## src/rtl/blk_spi_master.sv

```systemverilog
module blk_spi_master #(
  parameter int CLK_DIV    = 4,
  parameter int FIFO_DEPTH = 4,
  parameter int LEN_W      = 16
) (
  input  logic        clk,
  input  logic        rst_n,
  input  logic        bus_sel,
  input  logic        bus_we,
  input  logic [4:0]  bus_addr,
  input  logic [31:0] bus_wdata,
  output logic [31:0] bus_rdata,
  output logic        spi_sclk,
  output logic        spi_mosi,
  input  logic        spi_miso,
  output logic [3:0]  spi_cs_n
);
  localparam int AW = (FIFO_DEPTH > 1) ? $clog2(FIFO_DEPTH) : 1;
  localparam int CW = AW + 1;
  localparam int DW = (CLK_DIV > 1) ? $clog2(CLK_DIV) : 1;

  logic [1:0]       dev;
  logic             dir, busy, act, sclk_q, rbit;
  logic [LEN_W-1:0] len_q, rem;
  logic [1:0]       bidx;
  logic [2:0]       bitn;
  logic [7:0]       sh;
  logic [DW-1:0]    dcnt;
  logic [31:0]      acc;
  logic [31:0]      mem [FIFO_DEPTH];
  logic [AW-1:0]    wp, rp;
  logic [CW-1:0]    cnt;

  wire ctrl_wr  = bus_sel & bus_we & (bus_addr == 5'h00) & ~busy;
  wire len_wr   = bus_sel & bus_we & (bus_addr == 5'h08) & ~busy;
  wire empty    = (cnt == '0);
  wire full     = (cnt == CW'(FIFO_DEPTH));
  wire can_go   = dir ? ~empty : ~full;
  wire tick     = (dcnt == DW'(CLK_DIV - 1));
  wire bdone    = act & tick & sclk_q & (bitn == 3'd7);
  wire last     = (rem == LEN_W'(1));
  wire wdone    = bdone & ((bidx == 2'd3) | last);
  wire bus_push = bus_sel & bus_we & (bus_addr == 5'h0C) & dir & ~full;
  wire bus_pop  = bus_sel & ~bus_we & (bus_addr == 5'h0C) & ~dir & ~empty;
  wire push     = bus_push | (wdone & ~dir);
  wire pop      = bus_pop | (wdone & dir);
  wire flush    = ctrl_wr & (bus_wdata[13] != dir);

  wire [31:0] head    = mem[rp];
  wire [7:0]  rx_byte = {sh[6:0], rbit};
  wire [31:0] acc_n   = acc | ({24'b0, rx_byte} << {bidx, 3'b000});
  wire [7:0]  tx_byte = dir ? head[{bidx, 3'b000} +: 8] : 8'hFF;

  assign spi_sclk = sclk_q;
  assign spi_mosi = dir ? sh[7] : 1'b1;
  assign spi_cs_n = busy ? ~(4'b0001 << dev) : 4'b1111;

  always_comb begin
    case (bus_addr)
      5'h00:   bus_rdata = {16'b0, busy, 1'b0, dir, 5'b0, dev, 6'b0};
      5'h08:   bus_rdata = 32'(len_q);
      5'h0C:   bus_rdata = (dir | empty) ? 32'b0 : head;
      5'h10:   bus_rdata = {31'b0, dir ? full : empty};
      default: bus_rdata = 32'b0;
    endcase
  end

  always_ff @(posedge clk) if (push) mem[wp] <= dir ? bus_wdata : acc_n;

  always_ff @(posedge clk or negedge rst_n) begin
    if (!rst_n) begin
      wp <= '0; rp <= '0; cnt <= '0;
    end else if (flush) begin
      wp <= '0; rp <= '0; cnt <= '0;
    end else begin
      if (push) wp <= wp + AW'(1);
      if (pop)  rp <= rp + AW'(1);
      cnt <= cnt + CW'(push) - CW'(pop);
    end
  end

  always_ff @(posedge clk or negedge rst_n) begin
    if (!rst_n) begin
      dev <= '0; dir <= 1'b0; busy <= 1'b0; len_q <= '0; rem <= '0;
      bidx <= '0; act <= 1'b0; sclk_q <= 1'b0; rbit <= 1'b0;
      bitn <= '0; sh <= '0; dcnt <= '0; acc <= '0;
    end else begin
      if (len_wr) len_q <= bus_wdata[LEN_W-1:0];
      if (ctrl_wr) begin
        dev <= bus_wdata[7:6];
        dir <= bus_wdata[13];
        if (bus_wdata[15] && len_q != '0) begin
          busy <= 1'b1; rem <= len_q; bidx <= '0; act <= 1'b0; acc <= '0;
        end
      end
      if (busy) begin
        if (!act) begin
          if (can_go) begin
            act <= 1'b1; sh <= tx_byte; bitn <= '0; dcnt <= '0; sclk_q <= 1'b0;
          end
        end else begin
          dcnt <= tick ? '0 : dcnt + DW'(1);
          if (tick) begin
            if (!sclk_q) begin
              sclk_q <= 1'b1;
              rbit   <= spi_miso;
            end else begin
              sclk_q <= 1'b0;
              sh     <= rx_byte;
              bitn   <= bitn + 3'd1;
              if (bitn == 3'd7) begin
                act  <= 1'b0;
                rem  <= rem - LEN_W'(1);
                bidx <= bidx + 2'd1;
                if (!dir) acc <= wdone ? 32'b0 : acc_n;
                if (last) busy <= 1'b0;
              end
            end
          end
        end
      end
    end
  end

  p_cs_onehot_r4: assert property (@(posedge clk) disable iff (!rst_n)
    $onehot0(~spi_cs_n));
  p_cs_stable_r4: assert property (@(posedge clk) disable iff (!rst_n)
    busy && $past(busy) |-> $stable(spi_cs_n));
  p_idle_sclk_r3: assert property (@(posedge clk) disable iff (!rst_n)
    !busy |-> !spi_sclk);
  p_busy_rem_r3: assert property (@(posedge clk) disable iff (!rst_n)
    busy |-> rem != '0);
  p_no_overflow_r7: assert property (@(posedge clk) disable iff (!rst_n)
    full |-> !push);
  p_no_underflow_r7: assert property (@(posedge clk) disable iff (!rst_n)
    empty |-> !pop);
  p_bound_r7: assert property (@(posedge clk) disable iff (!rst_n)
    cnt <= CW'(FIFO_DEPTH));
endmodule

```

## config.mk

```make
export PLATFORM = sky130hd
export DESIGN_NAME = blk_spi_master
export DESIGN_NICKNAME = d
export VERILOG_FILES = /design/src/rtl/blk_spi_master.sv
export SDC_FILE = /design/constraint.sdc
export NUM_CORES = 1
export LEC_CHECK = 0
export BUFFER_PORTS_ARGS = -buffer_cell sky130_fd_sc_hd__buf_2
export CAP_MARGIN = 20
export CORE_MARGIN = 1.5
export CORE_UTILIZATION = 30
export CTS_BUF_LIST = sky130_fd_sc_hd__clkbuf_8
export DETAILED_ROUTE_END_ITERATION = 16
export GPL_TIMING_DRIVEN = 0
export SKIP_LAST_GASP = 1
export SYNTH_ARGS = -nofsm -noshare
export SYNTH_HDL_FRONTEND = slang
export SYNTH_SLANG_ARGS = --single-unit
```

## constraint.sdc

```tcl
create_clock -name clk -period 5.2 [get_ports clk]
set_input_delay 0.26 -clock clk [delete_from_list [all_inputs] [get_ports clk]]
set_output_delay 0.26 -clock clk [all_outputs]
set_load 0.1 [all_outputs]
```

After elaboration in Yosys (flattened, before gate mapping). Memories as Yosys holds them, arrays and structs flattened. Index checks and enable logic that the tools add are counted.

Register bits: 93. Bits in latches: 0. Memory bits (writable): 128. Memory bits (read-only): 0. Bits of input ports: 42. Output and inout bits: 38. Word-level logic and storage cells: 150. Memories: 1.

Memory list: mem (words 4, bits a word 32, read ports 1, clocked after Yosys merged registers in 0, wr ports 1, line 30) `logic [31:0] mem [FIFO_DEPTH];`.

Add/sub/neg operators: 8. Multiply operators: 0. Div/mod/pow operators: 0. Order comparisons: 0. Equality and inequality tests: 11. Shift-type cells: 3. Muxes and demuxes: 69. Bitwise gates (word level): 31. Reductions and logical operators: 11.

Operators by type and width (number): $mux 32 (11); $pmux 32 s4 (1); $mux 16 (7); $mux 8 (5); $or 32x32->32 (1); $shiftx 32x6->8 (1); $shl 8x5->32 (1); $mux 2 (14); $mux 1 (25); $and 1x1->1 (19); $eq 16x1->1 const B (1); $reduce_bool 16->1 (1); $sub 16x1->16 const B (1); $mux 3 (5); $eq 5x4->1 const B (2); $add 2x1->2 const B (4); $reduce_and 4->1 (2); $eq 3x3->1 const B (2); $not 1->1 (6); $reduce_bool 2->1 (3); $eq 5x5->1 const B (1); $logic_not 5->1 (1); $eq 2x2->1 const B (2); $mux 4 (1); 12 further kinds (16).

Logic depth before layout (Yosys ltp).
Depth after elaboration: 12. Mapped depth: 14. Depth with buffers taken out: 14.

Worst setup path before layout. OpenSTA, ideal clock, no wires.

Path kind: reg-to-reg. Start: register rem[6]. End: memory mem[0][0], enable pin. Library setup time: 0.425 ns. Arrival: 3.299 ns. Data required time: 4.775 ns. Slack: 1.476 ns. Stages on the path, launching flop included: 6. Buffers on the path: 0. Clock period less this slack: 3.724 ns. Cell sequence: dfrtp_1 > or4_4 > nor4_4 > and3_1 > nor2_1 > nor2b_1.

Longest elaborated chain between the ends: 7.

RTL lines: start: declaration (line 24) `logic [LEN_W-1:0] len_q, rem;`; start signal: assignment (line 113) `rem <= rem - LEN_W'(1);`; $eq 16x1->1 (line 41) `wire last = (rem == LEN_W'(1));`; $or 1x1->1 (line 42) `wire wdone = bdone & ((bidx == 2'd3) | last);`; $and 1x1->1 (line 42); $and 1x1->1 (line 45) `wire push = bus_push | (wdone & ~dir);`; $or 1x1->1 (line 45); $mux 1 (2 in series) (line 68) `always_ff @(posedge clk) if (push) mem[wp] <= dir ? bus_wdata : acc_n;`; end: declaration (line 30).

No other way between the ends.

Worst setup path in the final report.
Start: register rem[5]. End: register cnt[2].

Longest elaborated chain between the ends: 8. Elaborated cells between the ends (all ways): 10. Those cells by class: 2 x add/sub; 1 x eq/ne; 1 x mux; 6 x bitwise.

RTL lines: $eq 16x1->1 * (line 41); $or 1x1->1 * (line 42); $and 1x1->1 * (line 42); $and 1x1->1 (line 45); $or 1x1->1 (line 45); $add 3x1->3 (line 78) `cnt <= cnt + CW'(push) - CW'(pop);`; $sub 3x1->3 * (line 78); $mux 3 * (line 73) `end else if (flush) begin`; end signal: assignment (line 78); end: declaration (line 32) `logic [CW-1:0] cnt;`.

Mark *: on every way between the ends. The rest lies on a longest branch, timed or not. A chain may end at the register's enable or synchronous reset.

==> summary.txt <==
Worst setup path
  – Worst path required time: 5.60 ns
  – Reg-to-reg critical path startpoint: rem[5]
  – Startpoint Class: flip-flop
  – WS Path Type: flip-flop to flip-flop
  – CP max FO: 10
  – Setup crit end kind: flip-flop
  – R2R Setup Slk: 1.47 ns
  – R2R Path End: cnt[2]
  – Critical Path AT: 4.13 ns
  – Reg2reg path depth: 12

Run status
  – Status: finished clean

Yosys
  – Simple-Gate Fraction of Synth Area: 10.7%
  – Share of synthesized area spent on multiplexers: 9.80%
  – Synth top area cells: edfxtp_1 38%, dfrtp_1 23%, mux4_2 7.2%
  – Synth cell types: 64
  – Cell taking the most area after synthesis: edfxtp_1
  – Adder-cell share of the synthesized area: 1.69%
  – Post-synthesis compound-gate area fraction: 12.8%
  – Post-Synthesis Cells: 789
  – Largest family of logic cells by synthesized area: compound AO/OA/AOI/OAI gates
  – Cell Area, Synth: 10,000 um2
  – Synthesis-stage register bit count: 221
  – EDFF count, synth: 128
  – Async SR Flop Fraction: 42.1%
  – Yosys warnings: 0
  – Top-area cell type share of the netlist area: 38.3%
  – Syn nets: 844
  – Main synth FF type: edfxtp_1
  – XOR/XNOR Fraction of Synth Area: 0.436%
  – Register area share after synthesis: 61.4%
  – Mean Syn Cell Area: 12.7 um2

Clocking
  – Clock-pin slew on the worst setup and hold paths: 0.07 ns
  – Total CTS buffers: 37
  – Clk root buf: clkbuf_8
  – CTS tree: done
  – Max Buffers Root-to-Sink: 3
  – Postcts setup bufs: 0
  – Clk Latency, worst-skew pair: 0.54 ns
  – H-tree depth: 2
  – CTS sink cnt: 221

Detailed routing
  – Vias: 7,284
  – DRC: 0
  – DR WL/cell: 20.8 um
  – DRT Pass-1 Iters: 4
  – DR vias/cell: 5.23
  – Final wirelength: 29.0 mm
  – Final ANT Viol Nets: 0
  – DRT iter0 DRCs: 622

Die
  – Rows: 66
  – Die Y: 186 um
  – IO Count: 80
  – Die Wd: 186 um
  – Core area: 32,800 um2
  – Initial Util: 30.6%
  – Die area: 34,600 um2

STA
  – Final hold vios: 0
  – Final Cycle Share: 71.7%
  – Finish-stage setup viols: 0
  – Max Fclk: 268 MHz
  – Max-slew headroom: 25.0%
  – Crit path time final: 3.73 ns
  – Post-Route Skew: 0.0164 ns
  – Worst slew pin tran: 1.12 ns
  – Unrepaired setup endpoints after global routing: false
  – Slew Viols, Final: 0
  – Worst setup margin: 1.47 ns

Layout
  – Non-Filler Instances: 1,392
  – Area Growth Syn to Fin: 20.0%
  – Antenna cells: 0
  – Fill cells: 3,236
  – Share of cells above drive strength 1: 23.5%
  – Most common cell after layout, fill and taps aside: edfxtp_1
  – Final layout net count: 976
  – Area of the multi-input gates: 3590 um2
  – Commonest non-fill, non-tap cells in the layout: 128 x edfxtp_1, 93 x dfrtp_1, 85 x buf_2, 77 x a21oi_1, 73 x nand2_1
  – Sequential cell area: 6170 um2

Hold path
  – Hold crit path type: input port to flip-flop
  – Endpoint, Worst Hold: len_q[1]
  – Min-delay src: bus_wdata[1]
  – Worst hold path depth: 2

Place
  – DP Cell Count: 1,315
  – HPWL Detailed: 21.1 mm
  – Port Buf Inserts: 79
  – DP Worst Slack: 1.46 ns
  – RePlAce Congestion: 0.831

Global routing
  – GRT Util Overall: 17.4%
  – Gr ovfl total: 0
  – Initial antenna violation count: 0
  – Vias in the first global route: 7,384
  – Largest net degree at the start of global routing: 63
  – Global-route wire length before repair: 44.1 mm

Run
  – Max-cap violation count: 0

Power
  – P_leak: 4.78 nW
  – PwrDens: 327 nW/um2
  – Max VDD drop: 162 uV
-- synth_stat cells, drive strengths merged (3+ instances only) --
cell type  count
a2111oi        4
a211oi         3
a21oi         78
a222oi         4
a22o          12
a22oi         17
and2          19
buf           16
clkbuf        38
dfrtp         93
edfxtp       128
ha            12
inv           18
mux2          19
mux2i          5
mux4          32
nand2         73
nand3         13
nand3b         3
nand4          3
nor2          57
nor2b          8
nor3          14
nor4           5
o21ai         55
o22ai         11
o31ai          4
o41ai          4
or3            4
or4            7
xnor2          4
-- registers in the layout (all words and copies together), names as in the netlist, 3 cells and up --
name	cells
bitn	3
mem	128
rem	16
cnt	3
acc	32
len_q	16
sh	8
-- power by group --
part	switching (mW)	total (mW)	internal, mW
Sequential	0.0221	1.88	1.86
Clock	0.718	1.66	0.941
Combinational	0.245	0.393	0.148
-- layer usage --
layer | wire length (um) | GRT usage (%)
met1 | 12100 | 22.6
met2 | 14000 | 28.0
met3 | 1680 | 3.19
met4 | 1280 | 8.45
met5 | 0 | 0
-- metrics by stage --
stage          hold slack, ns  total power, mW  TNS [ns]  util (%)  cell area, um2
6_report               0.0184             3.94         0      36.8           12100
3_5_place_dp            0.244             2.31         0      34.1           11200
2_1_floorplan         -0.0356             2.16         0         -           10000
5_1_grt               0.00179             4.07         0      36.8           12100
4_1_cts               0.00396             3.97         0      36.8           12100
3_3_place_gp            0.453             2.30    -26.52      33.5           11000
-- worst max-delay path: stages, from the launching register on --
cell	delay [ns]
dfrtp_1	0.47
or4_4	0.54
nor4_4	0.75
and3_1	0.33
nor2_1	0.18
ha_1	0.34
inv_1	0.06
ha_1	0.13
inv_1	0.05
fa_1	0.40
xor2_1	0.17
xnor2_1	0.14
nor2_1	0.05
-- cell type report --
class | count | share of cell area, %
Clock inverter | 23 | 1.53
Sequential cell | 221 | 51.2
Multi-Input combinational cell | 496 | 29.8
Clock buffer | 45 | 5.14
Inverter | 18 | 0.560
Tap cell | 442 | 4.59
Timing Repair Buffer | 93 | 5.19
Buffer | 54 | 2.01
-- how the worst max path moves through the flow --
stage,to,slack (ns),startpoint,depth (start not counted)
after floorplan,mem[0][0],1.48,rem[6],5
after global placement,mem[3][26],-0.22,rem[5],5
after detailed placement,cnt[2],1.46,rem[5],12
after CTS,cnt[2],1.46,rem[5],12
after global routing,cnt[2],1.27,rem[5],12
final,cnt[2],1.47,rem[5],12
-- repair_timing --
item / CTS / global route
hold buffers: 9 / 0
resized for setup: 0 / 0
endpoints found under the hold margin: 39 / 0
-- cell families (layout without fill, tap and decap cells) --
kind of cell	after synthesis	after routing
compound gates	204	204
xor+xnor	5	5
fa+ha+maj	13	13
buf+inv	72	233
flops	221	221
mux	56	56
simple gates	218	218
No activity file was read; power rests on OpenSTA's default activity.
